`config.mk`:
```
export PLATFORM = sky130hd
export DESIGN_NAME = phase_slip_divider
export DESIGN_NICKNAME = d
export VERILOG_FILES = /design/src/rtl/phase_slip_pkg.sv /design/src/rtl/slip_request_sync.sv /design/src/rtl/ratio_divider.sv /design/src/rtl/duty_corrector.sv /design/src/rtl/phase_slip_divider.sv
export SDC_FILE = /design/constraint.sdc
export NUM_CORES = 1
export LEC_CHECK = 0
export ABC_CLOCK_PERIOD_IN_PS = 2500
export CAP_MARGIN = 20
export CORE_ASPECT_RATIO = 0.8
export CORE_MARGIN = 2
export CORE_UTILIZATION = 39
export DETAILED_ROUTE_END_ITERATION = 8
export GPL_TIMING_DRIVEN = 0
export SKIP_LAST_GASP = 1
export SYNTH_ARGS = -nofsm -noshare
export SYNTH_HDL_FRONTEND = slang
export SYNTH_HIERARCHICAL = 1
export SYNTH_SLANG_ARGS = --single-unit
```
`constraint.sdc`:
```
create_clock -name clk -period 2.5 [get_ports clk]
set_input_delay 0.25 -clock clk [delete_from_list [all_inputs] [get_ports clk]]
set_output_delay 0.25 -clock clk [all_outputs]
set_load 0.02 [all_outputs]
```
`src/rtl/phase_slip_pkg.sv`:
```
package phase_slip_pkg;
  // How the output level is shaped for the ratio currently in force
  typedef enum logic [1:0] {
    DUTY_EVEN = 2'd0,
    DUTY_ODD  = 2'd1,
    DUTY_PASS = 2'd2
  } duty_mode_e;
endpackage

```
`src/rtl/slip_request_sync.sv`:
```
module slip_request_sync #(
  parameter int PEND_W = 3
) (
  input  logic clk,
  input  logic rst,
  input  logic req_async,
  output logic adv,
  output logic rise
);
  localparam logic [PEND_W-1:0] PEND_MAX = {PEND_W{1'b1}};

  logic             meta_q, sync_q, prev_q;
  logic [PEND_W-1:0] pend_q;

  assign rise = sync_q & ~prev_q;
  assign adv  = (pend_q == '0);

  always_ff @(posedge clk) begin
    if (rst) begin
      meta_q <= 1'b0;
      sync_q <= 1'b0;
      prev_q <= 1'b0;
      pend_q <= '0;
    end else begin
      meta_q <= req_async;
      sync_q <= meta_q;
      prev_q <= sync_q;
      if (rise && pend_q == '0)
        pend_q <= pend_q + 1'b1;
      else if (!rise && pend_q != '0)
        pend_q <= pend_q - 1'b1;
      else if (rise && pend_q == PEND_MAX)
        pend_q <= PEND_MAX;
    end
  end

  // one transition yields one detected edge, never two in a row
  p_single_edge_r5: assert property (@(posedge clk) disable iff (rst)
    rise |=> !rise);
  // a pending swallow drains by exactly one per cycle when nothing new arrives
  p_pend_drain_r6: assert property (@(posedge clk) disable iff (rst)
    (pend_q != '0 && !rise) |=> pend_q == $past(pend_q) - 1'b1);
  // a request is never dropped: a new edge leaves something pending
  p_no_loss_r6: assert property (@(posedge clk) disable iff (rst)
    rise |=> pend_q != '0);
endmodule

```
`src/rtl/ratio_divider.sv`:
```
module ratio_divider
  import phase_slip_pkg::*;
#(
  parameter int RATIO_W = 4
) (
  input  logic               clk,
  input  logic               rst,
  input  logic               adv,
  input  logic [RATIO_W-1:0] ratio_in,
  output logic               pos_hi,
  output logic               tick,
  output duty_mode_e         mode
);
  localparam logic [RATIO_W-1:0] ONE = RATIO_W'(1);

  logic [RATIO_W-1:0] ratio_q, cnt_q, ratio_eff, ratio_n, cnt_n;
  logic               wrap, pos_hi_n;
  duty_mode_e         mode_n;

  assign ratio_eff = (ratio_in == '0) ? ONE : ratio_in;
  assign wrap      = adv && (cnt_q == ratio_q - ONE);

  always_comb begin
    ratio_n = wrap ? ratio_eff : ratio_q;
    if (!adv)     cnt_n = cnt_q;
    else if (wrap) cnt_n = '0;
    else           cnt_n = cnt_q + ONE;
    if (ratio_n == ONE) begin
      pos_hi_n = adv;
      mode_n   = DUTY_PASS;
    end else begin
      pos_hi_n = (cnt_n < (ratio_n >> 1));
      mode_n   = ratio_n[0] ? DUTY_ODD : DUTY_EVEN;
    end
  end

  always_ff @(posedge clk) begin
    if (rst) begin
      ratio_q <= ratio_eff;
      cnt_q   <= ratio_eff - ONE;
      pos_hi  <= 1'b0;
      tick    <= 1'b0;
      mode    <= DUTY_EVEN;
    end else begin
      ratio_q <= ratio_n;
      cnt_q   <= cnt_n;
      pos_hi  <= pos_hi_n;
      tick    <= wrap;
      mode    <= mode_n;
    end
  end

  // the phase counter stays inside the active ratio
  p_cnt_range_r1: assert property (@(posedge clk) disable iff (rst)
    cnt_q < ratio_q);
  // a swallowed cycle freezes the divider
  p_hold_on_swallow_r4: assert property (@(posedge clk) disable iff (rst)
    !adv |=> $stable(cnt_q) && !tick);
  // the ratio only changes at a terminal count
  p_ratio_at_wrap_r7: assert property (@(posedge clk) disable iff (rst)
    !wrap |=> $stable(ratio_q));
  // in pass mode a swallowed cycle drops the output
  p_pass_gap_r3: assert property (@(posedge clk) disable iff (rst)
    (ratio_q == ONE && !adv) |=> !pos_hi);
  // reset leaves the output and tick low
  p_reset_clear_r10: assert property (@(posedge clk)
    rst |=> !pos_hi && !tick);
endmodule

```
`src/rtl/duty_corrector.sv`:
```
module duty_corrector
  import phase_slip_pkg::*;
(
  input  logic       clk,
  input  logic       rst,
  input  logic       pos_hi,
  input  duty_mode_e mode,
  output logic       level
);
  logic half_q;

  // Falling-edge copy of the high phase supplies the extra half cycle
  always_ff @(negedge clk) begin
    if (rst) half_q <= 1'b0;
    else     half_q <= pos_hi;
  end

  assign level = pos_hi | (half_q & (mode == DUTY_ODD));

  // outside odd mode the half-cycle term never extends the output
  p_even_plain_r2: assert property (@(negedge clk) disable iff (rst)
    (mode != DUTY_ODD && !pos_hi) |-> !level);
endmodule

```
`src/rtl/phase_slip_divider.sv`:
```
module phase_slip_divider
  import phase_slip_pkg::*;
#(
  parameter int RATIO_W = 4,
  parameter int PEND_W  = 3,
  parameter int CNT_W   = 16
) (
  input  logic               clk,
  input  logic               rst,
  input  logic               slip_req,
  input  logic [RATIO_W-1:0] ratio_in,
  input  logic               fb_sel,
  output logic               div_out,
  output logic               div_tick,
  output logic               fb_en,
  output logic [CNT_W-1:0]   passed_count
);
  logic       adv, rise, pos_hi;
  duty_mode_e mode;

  slip_request_sync #(.PEND_W(PEND_W)) u_sync (
    .clk(clk), .rst(rst), .req_async(slip_req), .adv(adv), .rise(rise)
  );

  ratio_divider #(.RATIO_W(RATIO_W)) u_div (
    .clk(clk), .rst(rst), .adv(adv), .ratio_in(ratio_in),
    .pos_hi(pos_hi), .tick(div_tick), .mode(mode)
  );

  duty_corrector u_duty (
    .clk(clk), .rst(rst), .pos_hi(pos_hi), .mode(mode), .level(div_out)
  );

  always_ff @(posedge clk) begin
    if (rst) begin
      fb_en        <= 1'b0;
      passed_count <= '0;
    end else begin
      fb_en        <= fb_sel ? adv : 1'b1;
      passed_count <= passed_count + CNT_W'(adv);
    end
  end

  // the raw tap never shows a gap
  p_fb_raw_r8: assert property (@(posedge clk) disable iff (rst)
    !fb_sel |=> fb_en);
  // every advanced pulse is counted once
  p_count_step_r9: assert property (@(posedge clk) disable iff (rst)
    adv |=> passed_count == $past(passed_count) + 1'b1);
  // an edge is swallowed one cycle later
  p_edge_swallows_r4: assert property (@(posedge clk) disable iff (rst)
    rise |=> !adv);
endmodule

```
==> impl_results.md <==
* Worst Max-Slew Pin Slew at 0.5496 ns
* Share of cells above drive strength 1 at 17.77%
* Die area at between 5000 and 6000 sq um
* Synth async-reset ratio at 0%
* Final hold violations at 0
* Gate Count Post-Synth at 199
* Max incr delay on CP at 0.30 ns
* Yosys reg bits at 36
* Avg Vias per Cell at just over 5
* Core ar. at 4597 sq um
* Hold Crit Start: u_sync/meta_q$_SDFF_PP0_
* Max_cap viols at 0
* Die H at between 60 and 70 microns
* Critical path buffers and inverters at 1
* Kind of critical path: reg2out
* Ys Warns at 6
* # IOs at 27
* Routed len/inst at approximately 13 microns
* Required time of the critical path at approximately 2.3 ns
* Die X at approximately 80 microns
* Ranking of synthesized cells by area: dfxtp_1, ha_1, nor2b_1, mux2_2, xor2_1
* Total power at just over 2000 uW
* Antenna Nets Post-Route at 0
* RR Startpoint: u_sync/pend_q[0]$_SDFFE_PP0P_
* Status: complete, no violations
* Number of enable flip-flop cells after synthesis at 0
* Total number of vias at 1,523
* Filler instances at 440
* # nets final at 263
* Remaining global-route overflow at 0
* Placer congestion estimate at approximately 0.79
* Iter 0 DRT Violations at 40
* Final WS setup at slightly below 0.05 ns
* Crit path DAT at between 2 and 2.5 ns
* Setup Slack @ Placement at -0.2597 ns
* CP Max Fanout at 1
* Syn-to-layout area delta at 28.15%
* Slew Viols, Final at 0
* Worst Skew at between 0.05 and 0.06 ns
* R2r endpoint: u_div/pos_hi$_SDFF_PP0_
* CP Capture Type: primary output
* Initial Utilization at roughly 41%
* Power density cells at 851.2 nW/um^2
* Total track usage at 15.68%
* Slowest cell on crit path: dfxtp_2
* CTS clk-pin slew, worst paths at approximately 0.07 ns
* Leakage at slightly below 0.001 uW
* Placed Cells at roughly 290
* CTS H-Tree Depth at 2
* Worst VDD drop at approximately 0.00044 V
* Finished Layout Cells at just over 300
* Synth unique cells at 44
* WHS Path Cells at 1
* FF+latch area at about 730 sq um
* RSZ-0062 raised after global routing: yes
* Final Cell Area at around 2400 sq um
* Synthesized area per cell at ~9.4 sq um
* Startpoint class of the critical path: register
* Vias in the first global route at about 1,400
* First-pass GRT wire length at 6.472 mm
* Clock sink total at 36
* Drt first pass iters at 4
* PortBufs at 26
* Cts bufs inserted at 5
* Deepest clock path buffer count at 2
* Root Driver: clkbuf_8
* Worst R2R Path Depth at 12
* Top FF cell, synth: dfxtp_1
* Reg2reg setup slack at 0.08 ns
* FP Rows at 22
* Crit. Startpoint: u_duty/half_q$_SDFF_NP0_
* Post-DP HPWL at ~2.8 mm
* Largest net degree at the start of global routing at 15
* Post-placement cell area at between 2000 and 2500 sq um
* Worst slew margin at 63.25%
* Setup Viol. Count Final at 0
* Worst-Skew Late Latency at 0.33 ns
* CP delay by family, top: flip-flops
* Worst Hold End: u_sync/sync_q$_SDFF_PP0_
* Top-count cell post-synth: dfxtp_1
* Share of the synthesized area in the top cell type at about 38%
* Ant. Diodes at 0
* Crit-path cells: nand2_1 > o21bai_1 > buf_4
* DRC Markers at 0
* Final worst hold slack at roughly 0.44 ns
* Hold WC Path Type: reg2reg
* Sequential area share after synthesis at about two fifths
* Multi-input combinational cell area at 1104 sq um
* Initial antenna violation count at 0
* Synth cell count leaders: dfxtp_1, ha_1, inv_1, nor2b_1
* Synthesized area at roughly 1900 sq um
* DRT Wirelength at approximately 3.9 mm
* CTS tree: done
* Cell taking the most area after synthesis: dfxtp_1
* Syn Nets at 221
## layout by cell type (no fill, tap or decap), drive strengths merged, types with 2 or more instances in the layout
| cell type | netlist | layout |
|---|---|---|
| dfxtp | 36 | 36 |
| clkdlybuf4s50 | 0 | 25 |
| ha | 14 | 14 |
| inv | 14 | 14 |
| nor2b | 13 | 13 |
| a21oi | 12 | 12 |
| nand2 | 12 | 12 |
| nor2 | 11 | 11 |
| clkbuf | 3 | 11 |
| buf | 1 | 10 |
| xor2 | 8 | 8 |
| mux2 | 7 | 7 |
| o31ai | 7 | 7 |
| nand3 | 6 | 6 |
| nand4 | 6 | 6 |
| o21ai | 5 | 5 |
| or3 | 4 | 4 |
| nor4 | 4 | 4 |
| or4 | 4 | 4 |
| mux2i | 4 | 4 |
| xnor2 | 3 | 3 |
| nor3 | 3 | 3 |
| nand2b | 3 | 3 |
| a221o | 2 | 2 |
| nand3b | 2 | 2 |
## area by class of cell
cell class / instances / area share (%)
Timing Repair Buffer: 34 / 13.22
Multi-Input combinational cell: 145 / 45.91
Timing Repair inverter: 1 / 0.3123
Sequential cell: 36 / 30.30
Tap cell: 60 / 3.123
Clock inverter: 1 / 0.1562
Buffer: 4 / 1.093
Clock buffer: 8 / 3.748
Inverter: 13 / 2.134
## metal layers
| layer | wire [microns] | share of wire (%) | track usage (%) | vias up |
|---|---|---|---|---|
| li1 | - | - | - | 799 |
| met5 | 0 | 0 | 0 | - |
| met2 | 1625 | 41 | 23.05 | 23 |
| met1 | 2120 | 54 | 21.93 | 699 |
| met3 | 153 | 3.9 | 4.508 | 2 |
| met4 | 27 | 0.69 | 5.085 | 0 |
## kinds of logic after synthesis
| family | Yosys count | share of synthesized area, % |
|---|---|---|
| simple gates | 72 | 22.82 |
| compound gates | 36 | 13.08 |
| flops | 36 | 38.43 |
| buf+inv | 18 | 3.669 |
| fa+ha+maj | 14 | 9.340 |
| xor+xnor | 12 | 6.338 |
| mux | 11 | 6.338 |
## repair_timing
item | in CTS | in global routing
endpoints found under the setup margin | 3 | 2
resized for setup | 12 | 7
pin swaps | 2 | 2
hold buffers | 0 | 0
cloned | 0 | 1
setup buffers | 4 | 4
## through the flow
| stage | utilization [%] | setup TNS [ns] |
|---|---|---|
| 2_1_floorplan | - | 0 |
| 3_3_place_gp | 48.29 | -0.3652 |
| 3_5_place_dp | 48.29 | -0.4491 |
| 4_1_cts | 51.14 | 0 |
| 5_1_grt | 52.29 | -0.03893 |
| 6_report | 52.29 | 0 |
## sequential cells by signal (all words and copies together) (netlist names), 2 cells and up
register and count:
u_sync/pend_q 3, u_div/cnt_q 4, passed_count 16, u_div/ratio_q 4
u_div/mode 2
## how the worst max path moves through the flow
stage | to | cells after the start | slack, ns
2_1_floorplan | u_div/pos_hi$_SDFF_PP0_ | 11 | 0.04
3_3_place_gp | u_div/pos_hi$_SDFF_PP0_ | 11 | -0.22
3_5_place_dp | u_div/pos_hi$_SDFF_PP0_ | 11 | -0.26
4_1_cts | div_out | 3 | 0.01
5_1_grt | u_div/pos_hi$_SDFF_PP0_ | 11 | -0.02
6_report | div_out | 3 | 0.05
## power breakdown
| part | leakage [uW] | internal, uW | switching, uW |
|---|---|---|---|
| clock network | 0.0000508 | 227 | 191 |
| logic | 0.000628 | 439 | 433 |
| registers | 0.000297 | 673 | 83.4 |
(Power assumes the default switching activity.)
